--- config.mk ---
export PLATFORM = sky130hd
export DESIGN_NAME = syncdiv_top
export DESIGN_NICKNAME = d
export VERILOG_FILES = /design/src/rtl/syncdiv_pkg.sv /design/src/rtl/syncdiv_phase_ctr.sv /design/src/rtl/syncdiv_in_path.sv /design/src/rtl/syncdiv_out_gen.sv /design/src/rtl/syncdiv_top.sv
export SDC_FILE = /design/constraint.sdc
export NUM_CORES = 1
export LEC_CHECK = 0
export ABC_AREA = 1
export BUFFER_PORTS_ARGS = -buffer_cell sky130_fd_sc_hd__buf_2
export CAP_MARGIN = 10
export CORE_UTILIZATION = 50
export DETAILED_ROUTE_END_ITERATION = 16
export PLACE_DENSITY_LB_ADDON = 0.12
export SYNTH_ARGS = -nofsm -noshare
export SYNTH_HDL_FRONTEND = slang
export SYNTH_SLANG_ARGS = --single-unit
--- constraint.sdc ---
create_clock -name clk -period 1.3 [get_ports clk]
set_input_delay 0.13 -clock clk [delete_from_list [all_inputs] [get_ports clk]]
set_output_delay 0.13 -clock clk [all_outputs]
set_load 0.01 [all_outputs]
--- src/rtl/syncdiv_pkg.sv ---
package syncdiv_pkg;

   // Default geometry of the divider family
   localparam int unsigned DEF_DIV_RATIO   = 16;
   localparam int unsigned DEF_OUT_RATIO   = 384;
   localparam int unsigned DEF_DLY_W       = 3;
   localparam int unsigned DEF_SYNC_STAGES = 2;

   // Realignment arming state
   typedef enum logic {
      ARM_IDLE = 1'b0,
      ARM_WAIT = 1'b1
   } arm_e;

endpackage

--- src/rtl/syncdiv_phase_ctr.sv ---
module syncdiv_phase_ctr #(
   parameter int unsigned DIV_RATIO = 16,
   localparam int unsigned PH_W     = $clog2(DIV_RATIO),
   localparam int unsigned HALF     = DIV_RATIO / 2
) (
   input  logic            clk,
   input  logic            rst_n,
   input  logic [PH_W-1:0] boot_phase,
   input  logic            clr,
   output logic [PH_W-1:0] phase,
   output logic            sync_clk
);

   localparam logic [PH_W-1:0] LAST = PH_W'(DIV_RATIO - 1);
   localparam logic [PH_W-1:0] MID  = PH_W'(HALF);

   always_ff @(posedge clk) begin
      if (!rst_n) begin
         phase <= boot_phase;
      end else if (clr) begin
         phase <= '0;
      end else if (phase == LAST) begin
         phase <= '0;
      end else begin
         phase <= phase + 1'b1;
      end
   end

   assign sync_clk = (phase >= MID);

   // free-running divider wraps to zero after its last phase
   a_r1_wrap : assert property (@(posedge clk) disable iff (!rst_n)
      (!clr && phase == LAST) |=> phase == '0);

   // outside realignment the phase never stands still
   a_r1_moves : assert property (@(posedge clk) disable iff (!rst_n)
      !clr |=> !$stable(phase));

   // a realignment lands on phase zero
   a_r4_clear : assert property (@(posedge clk) disable iff (!rst_n)
      clr |=> phase == '0);

endmodule

--- src/rtl/syncdiv_in_path.sv ---
module syncdiv_in_path #(
   parameter int unsigned SYNC_STAGES = 2,
   parameter int unsigned DLY_W       = 3,
   localparam int unsigned MAX_DLY    = (1 << DLY_W) - 1
) (
   input  logic             clk,
   input  logic             rst_n,
   input  logic             sync_in,
   input  logic [DLY_W-1:0] dly_code,
   output logic             event_o
);

   // synchronizer chain plus one extra flop for edge detection
   logic [SYNC_STAGES:0] chain;
   logic                 rise;
   logic [MAX_DLY:1]     hist;
   logic [MAX_DLY:0]     taps;

   always_ff @(posedge clk) begin
      if (!rst_n) begin
         chain <= '0;
      end else begin
         chain <= {chain[SYNC_STAGES-1:0], sync_in};
      end
   end

   assign rise = chain[SYNC_STAGES-1] & ~chain[SYNC_STAGES];

   // delay line, one register per system-clock cycle of delay
   for (genvar k = 1; k <= MAX_DLY; k++) begin : g_dly
      if (k == 1) begin : g_first
         always_ff @(posedge clk) begin
            if (!rst_n) hist[k] <= 1'b0;
            else        hist[k] <= rise;
         end
      end else begin : g_next
         always_ff @(posedge clk) begin
            if (!rst_n) hist[k] <= 1'b0;
            else        hist[k] <= hist[k-1];
         end
      end
   end

   assign taps    = {hist, rise};
   assign event_o = taps[dly_code];

   // the edge detector produces single-cycle events
   a_r3_single : assert property (@(posedge clk) disable iff (!rst_n)
      rise |=> !rise);

   // an event needs a low sample behind a high one in the chain
   a_r3_edge : assert property (@(posedge clk) disable iff (!rst_n)
      rise |-> $past(chain[SYNC_STAGES-2]) && !chain[SYNC_STAGES]);

endmodule

--- src/rtl/syncdiv_out_gen.sv ---
module syncdiv_out_gen #(
   parameter int unsigned OUT_RATIO = 384,
   localparam int unsigned CNT_W    = $clog2(OUT_RATIO),
   localparam int unsigned HALF     = OUT_RATIO / 2
) (
   input  logic clk,
   input  logic rst_n,
   input  logic en,
   output logic sync_out
);

   localparam logic [CNT_W-1:0] LAST = CNT_W'(OUT_RATIO - 1);
   localparam logic [CNT_W-1:0] MID  = CNT_W'(HALF);

   logic             run;
   logic [CNT_W-1:0] cnt;

   always_ff @(posedge clk) begin
      if (!rst_n) begin
         run <= 1'b0;
         cnt <= '0;
      end else begin
         run <= en;
         if (!run || cnt == LAST) cnt <= '0;
         else                     cnt <= cnt + 1'b1;
      end
   end

   assign sync_out = run && (cnt < MID);

   // the output is quiet one edge after the enable drops
   a_r7_quiet : assert property (@(posedge clk) disable iff (!rst_n)
      !en |=> !sync_out);

   // a fresh enable starts with the high half
   a_r7_start : assert property (@(posedge clk) disable iff (!rst_n)
      (en && !run) |=> sync_out);

endmodule

--- src/rtl/syncdiv_top.sv ---
module syncdiv_top
   import syncdiv_pkg::*;
#(
   parameter int unsigned DIV_RATIO   = DEF_DIV_RATIO,
   parameter int unsigned OUT_RATIO   = DEF_OUT_RATIO,
   parameter int unsigned DLY_W       = DEF_DLY_W,
   parameter int unsigned SYNC_STAGES = DEF_SYNC_STAGES,
   localparam int unsigned PH_W       = $clog2(DIV_RATIO),
   localparam int unsigned FLAG_W     = $clog2(DIV_RATIO + 1)
) (
   input  logic             clk,
   input  logic             rst_n,
   input  logic [PH_W-1:0]  boot_phase,
   input  logic             sync_in,
   input  logic             sync_out_en,
   input  logic             cal_sync_en,
   input  logic             cal_strobe,
   input  logic [DLY_W-1:0] dly_code,
   output logic             sync_clk,
   output logic             sync_out,
   output logic             aligned
);

   // elaboration-time parameter checks
   if (DIV_RATIO < 2 || (DIV_RATIO % 2) != 0 || (1 << PH_W) != DIV_RATIO) begin : g_bad_div
      $error("DIV_RATIO must be an even power of two");
   end
   if (OUT_RATIO < 2 || (OUT_RATIO % 2) != 0) begin : g_bad_out
      $error("OUT_RATIO must be even and at least 2");
   end
   if (DLY_W < 1 || DLY_W > 6) begin : g_bad_dly
      $error("DLY_W must lie in 1..6");
   end
   if (SYNC_STAGES < 2) begin : g_bad_sync
      $error("SYNC_STAGES must be at least 2");
   end

   localparam logic [FLAG_W-1:0] FLAG_LEN = FLAG_W'(DIV_RATIO);

   logic              sync_evt;
   logic              realign;
   logic [PH_W-1:0]   div_phase;
   logic [FLAG_W-1:0] flag_cnt;
   arm_e              arm_q;
   arm_e              arm_d;

   syncdiv_in_path #(
      .SYNC_STAGES (SYNC_STAGES),
      .DLY_W       (DLY_W)
   ) u_in (
      .clk      (clk),
      .rst_n    (rst_n),
      .sync_in  (sync_in),
      .dly_code (dly_code),
      .event_o  (sync_evt)
   );

   // arming: a qualified strobe arms, the first sync event consumes it
   assign realign = (arm_q == ARM_WAIT) && sync_evt;

   always_comb begin
      arm_d = arm_q;
      if (!cal_sync_en)                    arm_d = ARM_IDLE;
      else if (cal_strobe)                 arm_d = ARM_WAIT;
      else if (realign)                    arm_d = ARM_IDLE;
   end

   always_ff @(posedge clk) begin
      if (!rst_n) arm_q <= ARM_IDLE;
      else        arm_q <= arm_d;
   end

   syncdiv_phase_ctr #(
      .DIV_RATIO (DIV_RATIO)
   ) u_div (
      .clk        (clk),
      .rst_n      (rst_n),
      .boot_phase (boot_phase),
      .clr        (realign),
      .phase      (div_phase),
      .sync_clk   (sync_clk)
   );

   syncdiv_out_gen #(
      .OUT_RATIO (OUT_RATIO)
   ) u_out (
      .clk      (clk),
      .rst_n    (rst_n),
      .en       (sync_out_en),
      .sync_out (sync_out)
   );

   // aligned flag: one full sync clock period after realignment
   always_ff @(posedge clk) begin
      if (!rst_n)              flag_cnt <= '0;
      else if (realign)        flag_cnt <= FLAG_LEN;
      else if (flag_cnt != '0) flag_cnt <= flag_cnt - 1'b1;
   end

   assign aligned = (flag_cnt != '0);

   // a sync event without an arm leaves the divider free-running
   a_r5_need_arm : assert property (@(posedge clk) disable iff (!rst_n)
      (sync_evt && arm_q == ARM_IDLE) |-> !realign);

   // a realignment consumes the arm unless a new strobe arrives
   a_r6_consume : assert property (@(posedge clk) disable iff (!rst_n)
      (realign && !cal_strobe) |=> arm_q == ARM_IDLE);

   // the arm appears only from a strobe with cal-with-sync set
   a_r9_arm_src : assert property (@(posedge clk) disable iff (!rst_n)
      (arm_q == ARM_IDLE && !(cal_strobe && cal_sync_en)) |=> arm_q == ARM_IDLE);

   // clearing cal-with-sync cancels any pending arm
   a_r9_cancel : assert property (@(posedge clk) disable iff (!rst_n)
      !cal_sync_en |=> arm_q == ARM_IDLE);

   // flag rises together with phase zero
   a_r8_flag : assert property (@(posedge clk) disable iff (!rst_n)
      realign |=> aligned && div_phase == '0);

   // flag only rises on a realignment
   a_r8_source : assert property (@(posedge clk) disable iff (!rst_n)
      (!aligned && !realign) |=> !aligned);

endmodule

==> summary.txt <==
area delta synth->final: 27.20%
sequential element share of the synthesized area: 46.97%
Pwr per Cell Area: 1501 nW/µm²
Crit path max-delay family: flip-flops
Hold WC Path Type: primary input to flop
highest-delay cell along the critical path: dfxtp_2
reg2reg start: u_out.cnt[0]
Starting Density: 55.15%
worst reg2reg path depth: 6
max cap viols: 0
number of global-route vias before repair: 1,015
compound-gate portion of the synthesized area: 2.740%
DR WL/cell: 10.17 µm
row cnt: 17
GRT Util Overall: 21.64%
syn avg cell area: 7.797 µm²
Crit Path Max Fanout: 2
Root Buffer: clkbuf_4
WL final: 2.309 mm
Via density: 4.696
unrepaired setup endpoints after global routing: yes
Synth cell types: 18
Worst-Margin Slew: 0.2793 ns
Setup violations, final: 1
Synth Warn #: 0
final hold slack: 0.01357 ns
sum of negative setup slack: -0.006558 ns
adder-cell share of the synthesized area: 3.914%
post-place setup slack: -0.02489 ns
CP required: 1.17 ns
worst setup margin: -0.006558 ns
IO Port Bufs: 15
CTS Buf Count: 5
failing checks: setup timing
DP Cell Count: 206
layout cells sized above 1: 27.14%
CTS Buffer Depth: 2
Final Max Slew Viols: 0
Syn Nets: 181
most used cell, CP: nand2_2
Detailed Route Iter0 Violations: 27
first-pass GRT wire length: 4.229 mm
XOR/XNOR Fraction of Synth Area: 6.849%
final hold vios: 0
Peak Freq: 765.4 MHz
placed inst area: 1388 µm²
Mapped Area: 1279 µm²
dpl hpwl: 1.479 mm
Slew headroom: 81.38%
status: finished with violations
crit start category: flop
min Tclk post-route: 1.307 ns
fin nets: 215
Reg2Reg Setup Slack: 0.08 ns
CTS tree: done
Die Y: 52.57 µm
leading cell type in the layout, fill and taps excluded: nand2_1
final cell count without fillers: 227
Critical path buffers and inverters: 2
Worst-path clk slew: 0.10 ns
CP max stage delay: 0.34 ns
leakage power: 0.8160 nW
Hold Crit Depth: 3
FILL cells: 193
clock latency on the worst-skew pair: 0.32 ns
initial antenna violation count: 0
largest family of logic cells by synthesized area: simple AND/OR/NAND/NOR gates
crit-path cells: inv_2 > ha_4 > nand2_2 > nor2_2 > nand2_2 > buf_6
CTS sink cnt: 30
Core Footprint: 2318 µm²
routability cong.: 0.7557
CP endpoint: aligned
Critical Path Sink Type: output pin
DRT antenna net count: 0
total power: 2.441 mW
die footprint: 2764 µm²
# DRC: 0
Critical Path Stages: 6
Worst VDD drop: 1.132 mV
RR Endpoint: u_out.cnt[6]
total grt overflow: 0
synthesized flop and latch total: 30
largest net degree at the start of global routing: 11
vias: 1,066
Worst Setup Path Type: flop to output pin
Die X: 52.57 µm
Post-Synth Simple-Gate Area: 29.45%
clk_skew: 0.007046 ns
multiplexer area fraction after synthesis: 0%
DRT Pass-1 Iters: 5
H-tree levels: 2
Arr. time, crit path: 1.18 ns
final worst-path cycle share: 100.5%
Post-Route Utilization: 70.16%
IO Pins: 16
commonest non-fill, non-tap cells in the layout: nand2_1, inv_1, dfxtp_1, nand3_1, nor2_1
ANT cells: 0
design area: 1627 µm²
Setup crit start: flag_cnt[0]
Cells after Synth: 164
[per-layer routing]
| layer | up-vias | GRT usage, % | wire [µm] |
|---|---|---|---|
| met2 | 16 | 35.65 | 1124 |
| met5 | - | 0 | 0 |
| met3 | 4 | 9.565 | 60 |
| met1 | 474 | 24.46 | 1097 |
| met4 | 0 | 7.895 | 27 |
| li1 | 572 | - | - |
[layout make-up]
cell class	instances	area, µm²	area share, %
Tap cell	28	35.03	2.154
Multi-Input combinational cell	102	613.1	37.69
Clock buffer	7	55.05	3.385
Inverter	30	112.6	6.923
Sequential cell	30	606.8	37.31
Timing Repair Buffer	29	198.9	12.23
Clock inverter	1	5.005	0.3077
[how the worst min path moves through the flow]
stage / startpoint / end / slack [ns]
3_3_place_gp: sync_in / u_in.chain[0] / 0.31
6_report: boot_phase[2] / u_div.phase[2] / 0.01
5_1_grt: cal_sync_en / arm_q / 0.006
3_5_place_dp: sync_in / u_in.chain[0] / 0.32
2_1_floorplan: sync_in / u_in.chain[0] / 0.23
4_1_cts: boot_phase[0] / u_div.phase[0] / 0.001
[timing repair]
item | 4_1_cts | 5_1_grt
resized for setup | 14 | 6
hold buffers | 4 | 1
endpoints found under the hold margin | 4 | 1
gates cloned | 1 | 0
pin swaps | 6 | 4
buffers inserted | 5 | 2
endpoints found under the setup margin | 11 | 13
[registers in the layout (all words and copies together) (netlist names)]
register and flops:
u_in.hist 7, flag_cnt 5, arm_q 1, u_div.phase 4
u_in.chain 3, u_out.run 1, u_out.cnt 9
[cells by family (layout without fill, tap and decap cells)]
group / Yosys count / after routing
simple gates: 80 / 81
buf+inv: 33 / 67
flops: 30 / 30
xor+xnor: 10 / 10
compound gates: 7 / 7
fa+ha+maj: 4 / 4
[power by group]
| group | switching, mW | total [mW] | internal (mW) | leakage [nW] |
|---|---|---|---|---|
| Combinational | 0.381 | 0.790 | 0.409 | 0.533 |
| Clock | 0.314 | 0.576 | 0.262 | 0.0353 |
| Sequential | 0.0637 | 1.08 | 1.01 | 0.247 |
[worst register-to-register path: stages, from the launching register on]
cell,delay [ns]
dfxtp_2,0.37
ha_4,0.16
nand3_4,0.09
nor3_4,0.18
buf_4,0.15
xnor2_1,0.11
nor2_1,0.06
[cell usage after synthesis]
library cell / number / area share (%)
nand3_2: 4 / 3.1
nand2_4: 2 / 1.8
nand3_1: 16 / 6.3
ha_1: 4 / 3.9
o21ai_0: 3 / 1.2
nand2_1: 39 / 11
buf_4: 1 / 0.59
nand3b_1: 1 / 0.59
xnor2_1: 3 / 2.1
inv_2: 1 / 0.29
xor2_1: 7 / 4.8
nor2_1: 17 / 5.0
nor3_4: 1 / 1.3
dfxtp_1: 30 / 47
buf_2: 1 / 0.39
clkbuf_1: 1 / 0.29
a21oi_1: 4 / 1.6
inv_1: 29 / 8.5
No activity file was read; power rests on OpenSTA's default activity.
